==> src/rtl/pkt_rx_pkg.sv <==
package pkt_rx_pkg;
  localparam int PKT_W     = 104;
  localparam int LONG_BIT  = 7;
  localparam int WRITE_BIT = 0;
  localparam int SHORT_END = 8;
  localparam int LONG_END  = 12;
  localparam int CONT_POS  = 5;

  localparam logic [1:0] MODE_PACKET = 2'b00;
  localparam logic [1:0] MODE_PINS   = 2'b01;

  typedef enum logic [1:0] {
    ST_IDLE = 2'd0,
    ST_BODY = 2'd1,
    ST_LINK = 2'd2
  } rx_state_e;

  typedef struct packed {
    logic [7:0]  ctrl;
    logic [31:0] dst;
    logic [31:0] data;
    logic [31:0] src;
  } mesh_pkt_t;
endpackage

==> src/rtl/pkt_rx_rst_sync.sv <==
module pkt_rx_rst_sync #(
  parameter int STAGES = 2
) (
  input  logic clk,
  input  logic rst_n,
  output logic rst_n_sync
);
  logic [STAGES-1:0] sync_q;

  always_ff @(posedge clk or negedge rst_n) begin
    if (!rst_n) sync_q <= '0;
    else        sync_q <= {sync_q[STAGES-2:0], 1'b1};
  end

  assign rst_n_sync = sync_q[STAGES-1];
endmodule

==> src/rtl/pkt_rx_deframer.sv <==
module pkt_rx_deframer
  import pkt_rx_pkg::*;
(
  input  logic             clk,
  input  logic             rst_n,
  input  logic             rx_en,
  input  logic [1:0]       rx_mode,
  input  logic [7:0]       lane_data,
  input  logic             lane_frame,
  output logic             push,
  output logic [PKT_W-1:0] push_pkt,
  output logic             frame_err,
  output logic [8:0]       pin_snap
);
  rx_state_e   st_q, st_d;
  logic [3:0]  idx_q, idx_d;
  logic [7:0]  ctrl_q, ctrl_d;
  logic [31:0] dst_q, dst_d;
  logic [31:0] data_q, data_d;
  logic [31:0] src_q, src_d;
  logic        err_q, err_d;
  logic [8:0]  snap_q, snap_d;
  logic        capture, fld_en, snap_en, last_byte;
  logic [3:0]  end_idx;
  logic [31:0] addr_step;
  mesh_pkt_t   pkt_next;

  assign capture   = rx_en && (rx_mode == MODE_PACKET);
  assign snap_en   = rx_en && (rx_mode == MODE_PINS);
  assign fld_en    = capture && lane_frame;
  assign end_idx   = ctrl_q[LONG_BIT] ? 4'(LONG_END) : 4'(SHORT_END);
  assign addr_step = ctrl_q[LONG_BIT] ? 32'd8 : 32'd4;
  assign last_byte = (st_q == ST_BODY) && (idx_q == end_idx);

  always_comb begin
    st_d   = st_q;
    idx_d  = idx_q;
    ctrl_d = ctrl_q;
    dst_d  = dst_q;
    data_d = data_q;
    src_d  = src_q;
    err_d  = err_q;
    snap_d = snap_en ? {lane_frame, lane_data} : snap_q;
    push   = 1'b0;
    if (!capture) begin
      st_d = ST_IDLE;
    end else begin
      unique case (st_q)
        ST_IDLE: begin
          if (lane_frame) begin
            ctrl_d = lane_data;
            src_d  = '0;
            idx_d  = 4'd1;
            st_d   = ST_BODY;
          end
        end
        ST_LINK: begin
          if (lane_frame) begin
            dst_d  = dst_q + addr_step;
            data_d = {data_q[23:0], lane_data};
            src_d  = '0;
            idx_d  = 4'(CONT_POS + 1);
            st_d   = ST_BODY;
          end else begin
            st_d = ST_IDLE;
          end
        end
        ST_BODY: begin
          if (!lane_frame) begin
            err_d = 1'b1;
            st_d  = ST_IDLE;
          end else begin
            if (idx_q < 4'(CONT_POS))          dst_d  = {dst_q[23:0], lane_data};
            else if (idx_q <= 4'(SHORT_END))   data_d = {data_q[23:0], lane_data};
            else                               src_d  = {src_q[23:0], lane_data};
            if (last_byte) begin
              push = 1'b1;
              st_d = ST_LINK;
            end else begin
              idx_d = idx_q + 4'd1;
            end
          end
        end
        default: st_d = ST_IDLE;
      endcase
    end
  end

  assign pkt_next = '{ctrl: ctrl_d, dst: dst_d, data: data_d, src: src_d};
  assign push_pkt = pkt_next;

  always_ff @(posedge clk or negedge rst_n) begin
    if (!rst_n) begin
      st_q  <= ST_IDLE;
      idx_q <= '0;
      err_q <= 1'b0;
    end else begin
      st_q  <= st_d;
      idx_q <= idx_d;
      err_q <= err_d;
    end
  end

  always_ff @(posedge clk or negedge rst_n) begin
    if (!rst_n) begin
      ctrl_q <= '0;
      dst_q  <= '0;
      data_q <= '0;
      src_q  <= '0;
    end else if (fld_en) begin
      ctrl_q <= ctrl_d;
      dst_q  <= dst_d;
      data_q <= data_d;
      src_q  <= src_d;
    end
  end

  always_ff @(posedge clk or negedge rst_n) begin
    if (!rst_n)       snap_q <= '0;
    else if (snap_en) snap_q <= snap_d;
  end

  assign frame_err = err_q;
  assign pin_snap  = snap_q;

  AST_PUSH_NEEDS_FRAME: assert property (@(posedge clk) disable iff (!rst_n)
    push |-> lane_frame);
  AST_GATED_OFF: assert property (@(posedge clk) disable iff (!rst_n)
    !rx_en |-> !push);
  AST_PIN_MODE_NO_PUSH: assert property (@(posedge clk) disable iff (!rst_n)
    (rx_mode != MODE_PACKET) |-> !push);
  AST_ERR_STICKY: assert property (@(posedge clk) disable iff (!rst_n)
    frame_err |=> frame_err);
endmodule

==> src/rtl/pkt_rx_fifo.sv <==
module pkt_rx_fifo #(
  parameter int WIDTH = 104,
  parameter int DEPTH = 8,
  parameter int SLACK = 2
) (
  input  logic             clk,
  input  logic             rst_n,
  input  logic             push,
  input  logic [WIDTH-1:0] din,
  input  logic             pop,
  output logic [WIDTH-1:0] dout,
  output logic             valid,
  output logic             wait_o
);
  localparam int AW = (DEPTH > 1) ? $clog2(DEPTH) : 1;
  localparam int CW = $clog2(DEPTH + 1);

  logic [WIDTH-1:0] mem_q [DEPTH];
  logic [AW-1:0]    wptr_q, wptr_d, rptr_q, rptr_d;
  logic [CW-1:0]    cnt_q, cnt_d;
  logic             push_ok, pop_ok;

  assign push_ok = push && (cnt_q != CW'(DEPTH));
  assign pop_ok  = pop && (cnt_q != '0);

  always_comb begin
    wptr_d = wptr_q;
    rptr_d = rptr_q;
    cnt_d  = cnt_q;
    if (push_ok) wptr_d = (wptr_q == AW'(DEPTH - 1)) ? '0 : wptr_q + 1'b1;
    if (pop_ok)  rptr_d = (rptr_q == AW'(DEPTH - 1)) ? '0 : rptr_q + 1'b1;
    if (push_ok && !pop_ok)      cnt_d = cnt_q + 1'b1;
    else if (!push_ok && pop_ok) cnt_d = cnt_q - 1'b1;
  end

  always_ff @(posedge clk or negedge rst_n) begin
    if (!rst_n) begin
      wptr_q <= '0;
      rptr_q <= '0;
      cnt_q  <= '0;
    end else begin
      wptr_q <= wptr_d;
      rptr_q <= rptr_d;
      cnt_q  <= cnt_d;
    end
  end

  for (genvar i = 0; i < DEPTH; i++) begin : g_slot
    always_ff @(posedge clk) begin
      if (push_ok && (wptr_q == AW'(i))) mem_q[i] <= din;
    end
  end

  assign dout   = mem_q[rptr_q];
  assign valid  = (cnt_q != '0);
  assign wait_o = (CW'(DEPTH) - cnt_q) <= CW'(SLACK);

  AST_NO_OVERFLOW: assert property (@(posedge clk) disable iff (!rst_n)
    push |-> (cnt_q != CW'(DEPTH)));
  AST_WAIT_RISE_ON_PUSH: assert property (@(posedge clk) disable iff (!rst_n)
    $rose(wait_o) |-> $past(push_ok));
  AST_WAIT_FALL_ON_POP: assert property (@(posedge clk) disable iff (!rst_n)
    $fell(wait_o) |-> $past(pop_ok));
endmodule

==> src/rtl/pkt_rx.sv <==
module pkt_rx
  import pkt_rx_pkg::*;
#(
  parameter int DEPTH = 8,
  parameter int SLACK = 2
) (
  input  logic         clk,
  input  logic         rst_n,
  input  logic         rx_en,
  input  logic [1:0]   rx_mode,
  input  logic [7:0]   lane_data,
  input  logic         lane_frame,
  input  logic         rd_pop,
  input  logic         wr_pop,
  output logic         rd_valid,
  output logic [103:0] rd_pkt,
  output logic         wr_valid,
  output logic [103:0] wr_pkt,
  output logic         wait_rd,
  output logic         wait_wr,
  output logic         frame_err,
  output logic [8:0]   pin_snap
);
  localparam int NQ = 2;

  logic             rst_n_int;
  logic             asm_push;
  logic [PKT_W-1:0] asm_pkt;
  logic             is_write;
  logic [NQ-1:0]    q_push, q_pop, q_valid, q_wait;
  logic [PKT_W-1:0] q_head [NQ];

  pkt_rx_rst_sync #(.STAGES(2)) u_rst (
    .clk(clk), .rst_n(rst_n), .rst_n_sync(rst_n_int)
  );

  pkt_rx_deframer u_defr (
    .clk(clk), .rst_n(rst_n_int), .rx_en(rx_en), .rx_mode(rx_mode),
    .lane_data(lane_data), .lane_frame(lane_frame),
    .push(asm_push), .push_pkt(asm_pkt),
    .frame_err(frame_err), .pin_snap(pin_snap)
  );

  assign is_write  = asm_pkt[PKT_W - 8 + WRITE_BIT];
  assign q_push[0] = asm_push && !is_write;
  assign q_push[1] = asm_push && is_write;
  assign q_pop     = {wr_pop, rd_pop};

  for (genvar g = 0; g < NQ; g++) begin : g_queue
    pkt_rx_fifo #(.WIDTH(PKT_W), .DEPTH(DEPTH), .SLACK(SLACK)) u_q (
      .clk(clk), .rst_n(rst_n_int),
      .push(q_push[g]), .din(asm_pkt), .pop(q_pop[g]),
      .dout(q_head[g]), .valid(q_valid[g]), .wait_o(q_wait[g])
    );
  end

  assign rd_valid = q_valid[0];
  assign rd_pkt   = q_head[0];
  assign wait_rd  = q_wait[0];
  assign wr_valid = q_valid[1];
  assign wr_pkt   = q_head[1];
  assign wait_wr  = q_wait[1];

  AST_ONE_QUEUE: assert property (@(posedge clk) disable iff (!rst_n_int)
    $onehot0(q_push));
endmodule

==> config.mk <==
export PLATFORM = sky130hd
export DESIGN_NAME = pkt_rx
export DESIGN_NICKNAME = d
export VERILOG_FILES = /design/src/rtl/pkt_rx_pkg.sv /design/src/rtl/pkt_rx_rst_sync.sv /design/src/rtl/pkt_rx_deframer.sv /design/src/rtl/pkt_rx_fifo.sv /design/src/rtl/pkt_rx.sv
export SDC_FILE = /design/constraint.sdc
export NUM_CORES = 2
export LEC_CHECK = 0
export CAP_MARGIN = 30
export CELL_PAD_IN_SITES_DETAIL_PLACEMENT = 0
export CELL_PAD_IN_SITES_GLOBAL_PLACEMENT = 2
export CORE_AREA = 2 2 414 416
export DETAILED_ROUTE_END_ITERATION = 16
export DIE_AREA = 0 0 416 418
export DONT_BUFFER_PORTS = 1
export PLACE_DENSITY_LB_ADDON = 0.1
export SYNTH_ARGS = -nofsm -noshare
export SYNTH_HDL_FRONTEND = slang
export SYNTH_SLANG_ARGS = --single-unit
==> constraint.sdc <==
create_clock -name clk -period 6.3 [get_ports clk]
set_clock_uncertainty 0.2 [all_clocks]
set_input_delay 1.89 -clock clk [delete_from_list [all_inputs] [get_ports clk]]
set_output_delay 1.89 -clock clk [all_outputs]
set_load 0.03 [all_outputs]
==> results by group <==
Clock tree
  – Num CTS Buffers: between 150 and 200
  – CTS tree: built
  – Clock Root Buffer: clkbuf_16
  – Clock sink count: between 1500 and 2000
  – CTS Hold Bufs: 0
  – Clock Tree Buf Depth: 3
  – Worst-Skew Late Latency: ~0.82 ns
  – Clock transition at path regs: approximately 0.060 ns
  – Post-CTS Setup Inserts: 0
  – Post-CTS Resized: 0
  – H-tree depth: 4

Floorplanning
  – Die W: roughly 420 µm
  – DIE HEIGHT: approximately 420 µm
  – Core footprint: around 0.17 mm²
  – Die area: between 0.15 and 0.2 mm²
  – I/O pin count: 238
  – Site Rows: approximately 150
  – Initial core utilization: a little over two fifths

Timing
  – Worst-Margin Slew: roughly 0.96 ns
  – Slew HR: between 30 and 40%
  – Fin. max-slew vios: 0
  – Period utilization: 84.50%
  – Final setup margin: slightly below 1 ns
  – Setup TNS: 0 ns
  – RSZ-0062 raised after global routing: false
  – F_max: around 190 MHz
  – Final Setup Violations: 0
  – Final Hold Viols: 0
  – Post-layout minimum cycle time: around 5.3 ns

Synth
  – Post-synth top area share: a little over two thirds
  – Synth Register Bits: 1806
  – Syn_nets: between 3000 and 4000
  – Yosys warning count: 0
  – Cell taking the most area after synthesis: edfxtp_1
  – Distinct cell type count of the synthesized netlist: slightly below 70
  – Netlist Area Pre-Place: a little over 0.07 mm²
  – Top cells by area, synth: edfxtp_1 71%, mux4_2 13%, dfrtp_1 5.0%
  – Most common cell in the netlist: edfxtp_1
  – Synth Area per Inst: between 20 and 25 µm²
  – Prevailing post-synth register cell: edfxtp_1
  – Synth cell count leaders: 1664 x edfxtp_1, 416 x mux4_2, 247 x mux2_2
  – FFs w/ async S/R, synth: between 7 and 8%
  – Sequential cell area fraction in the yosys report: about 76%
  – Cells after Synth: ~3300
  – EDFF count, synth: approximately 1700

Placement
  – Dpl hpwl: ~110000 µm
  – Cell area after placement: between 0.07 and 0.08 mm²
  – Placed instance count: about 5500
  – Routability cong.: approximately 0.8
  – Port Buffers: 0
  – Place WS: 0.9788 ns

Detailed routing
  – Drt drc: 0
  – Number of antenna-violating nets in the routed design: 0
  – Routed WL per cell: approximately 31 µm
  – Routed via count: ~33000
  – Drt total wl: 180600 µm
  – Vias/cell: ~5.7
  – Starting DRT DRC Count: ~2700
  – First-pass DRT Iterations: 5

Min path
  – Hold wc startpoint: u_rst.sync_q[0]
  – WHS Path Cells: 0
  – Worst hold endpoint: u_rst.sync_q[1]
  – Hold Crit Class: reg2reg

Setup path
  – Slowest cell on the critical path: dfrtp_4
  – Crit end category: output pin
  – CP startpoint kind: flop
  – Cells along the critical path: buf_4 -> mux4_2 -> mux2_2
  – CP max stage delay: 0.90 ns
  – Reg2reg end: g_queue[0].u_q.mem_q[4][23]
  – Reg2reg start: u_defr.st_q[1]
  – Reg2Reg Depth: 7
  – CP Data Arrival Time: approximately 3.2 ns
  – Critical path class: reg2out
  – Crit-path max FO: 28
  – Flop2flop setup slack: 2.00 ns
  – Kind of cell adding the most delay to the critical path: multiplexers
  – CP Data Required Time: around 4.2 ns
  – Buf/Inv on CP: 1

Power
  – P_leak: about 24 nW
  – Final Power: approximately 24 mW
  – Max VDD drop: between 0.0002 and 0.0003 V
  – PwrDens: approximately 300 mW/mm²

Layout
  – Synth-to-layout area growth: 13.85%
  – Multi-input gate area: roughly 0.017 mm²
  – Final Net Count: 3488
  – FF/Latch Area: approximately 0.054 mm²
  – Layout cells sized above 1: around 30%
  – Non-filler instance count after layout: between 5000 and 6000
  – Final instance area: approximately 0.081 mm²
  – Filler cell count: around 14000

Global routing
  – First-pass GRT wire length: 259100 µm
  – Initial antenna violation count: 5
  – Vias in the first global route: about 35000
  – GRT overflow: 0
  – Largest net degree at the start of global routing: 84
  – GR Util All Layers: 20.91%

Flow run
  – Number of max-cap violations: 0

Run status
  – Outcome: complete, no violations
-- sequential cells by signal, summed over array words and instances (netlist names), 4 cells and up --
name,cells
g_queue.u_q.wptr_q,6
u_defr.pin_snap,9
u_defr.src_q,32
u_defr.idx_q,4
u_defr.data_q,32
u_defr.ctrl_q,8
g_queue.u_q.cnt_q,8
g_queue.u_q.rptr_q,6
g_queue.u_q.mem_q,1664
u_defr.dst_q,32
-- stage by stage --
step / util (%) / hold slack, ns
after floorplan: - / 0.1312
after detailed placement: 44.09 / 0.1355
after global placement: 44.07 / 0.1362
after CTS: 47.69 / 0.1493
final: 47.70 / 0.1493
after global routing: 47.70 / 0.1574
-- power breakdown --
part | leakage (nW) | internal, mW | switching, mW
combinational | 5.48 | 0.0490 | 0.126
clock | 2.96 | 6.26 | 4.68
sequential | 16.1 | 13.0 | 0.0553
-- layout by cell type, fill, tap and decap left out, types with 47 or more instances in the layout --
cell,count
buf_4,68
mux2_2,247
clkbuf_1,47
edfxtp_1,1664
dfrtp_1,135
clkbuf_16,189
buf_12,47
a21o_1,82
a22o_1,70
nor2_1,64
nand2_1,72
mux4_2,416
-- layout make-up --
type                    instances  share of cell area (%)
flip-flops and latches       1806                   66.38
clock buffers                 240                   6.150
repair buffers                117                   1.868
diodes                          2                0.006204
inverters                      29                  0.1349
clock inverters               109                   1.391
well taps                    2218                   3.440
multi-input cells            1292                   20.63
-- cells by family (layout without fill, tap and decap cells) --
| group | Yosys count | count (layout) | synth area share, % |
|---|---|---|---|
| AOI/OAI and AO/OA | 298 | 298 | 3.156 |
| xor gates and xnor gates | 11 | 11 | 0.1360 |
| adders and majority gates | 38 | 38 | 0.7028 |
| buffers and inverters | 215 | 495 | 1.173 |
| DFF | 1806 | 1806 | 75.54 |
| muxes | 679 | 679 | 17.37 |
| other | 1 | 3 | 0.005293 |
| and+or+nand+nor | 265 | 265 | 1.914 |
-- layer usage --
layer	vias to the layer above	part of all wire (%)	global-route usage, %	routed length, µm
met5	-	0	0	0
li1	14090	-	-	-
met1	18080	41	26.89	73400
met3	255	5.1	4.007	9190
met2	861	51	35.85	92380
met4	0	3.1	6.749	5604
-- worst max-delay path by stage --
stage | startpoint | end | depth (start not counted)
3_3_place_gp | rx_mode[0] | g_queue[0].u_q.mem_q[4][25] | 6
2_1_floorplan | lane_frame | g_queue[0].u_q.mem_q[0][0] | 7
5_1_grt | g_queue[0].u_q.rptr_q[0] | rd_pkt[63] | 3
6_report | g_queue[0].u_q.rptr_q[0] | rd_pkt[63] | 3
4_1_cts | g_queue[0].u_q.rptr_q[0] | rd_pkt[63] | 3
3_5_place_dp | rx_mode[0] | g_queue[0].u_q.mem_q[4][22] | 6
(Power assumes the default switching activity.)
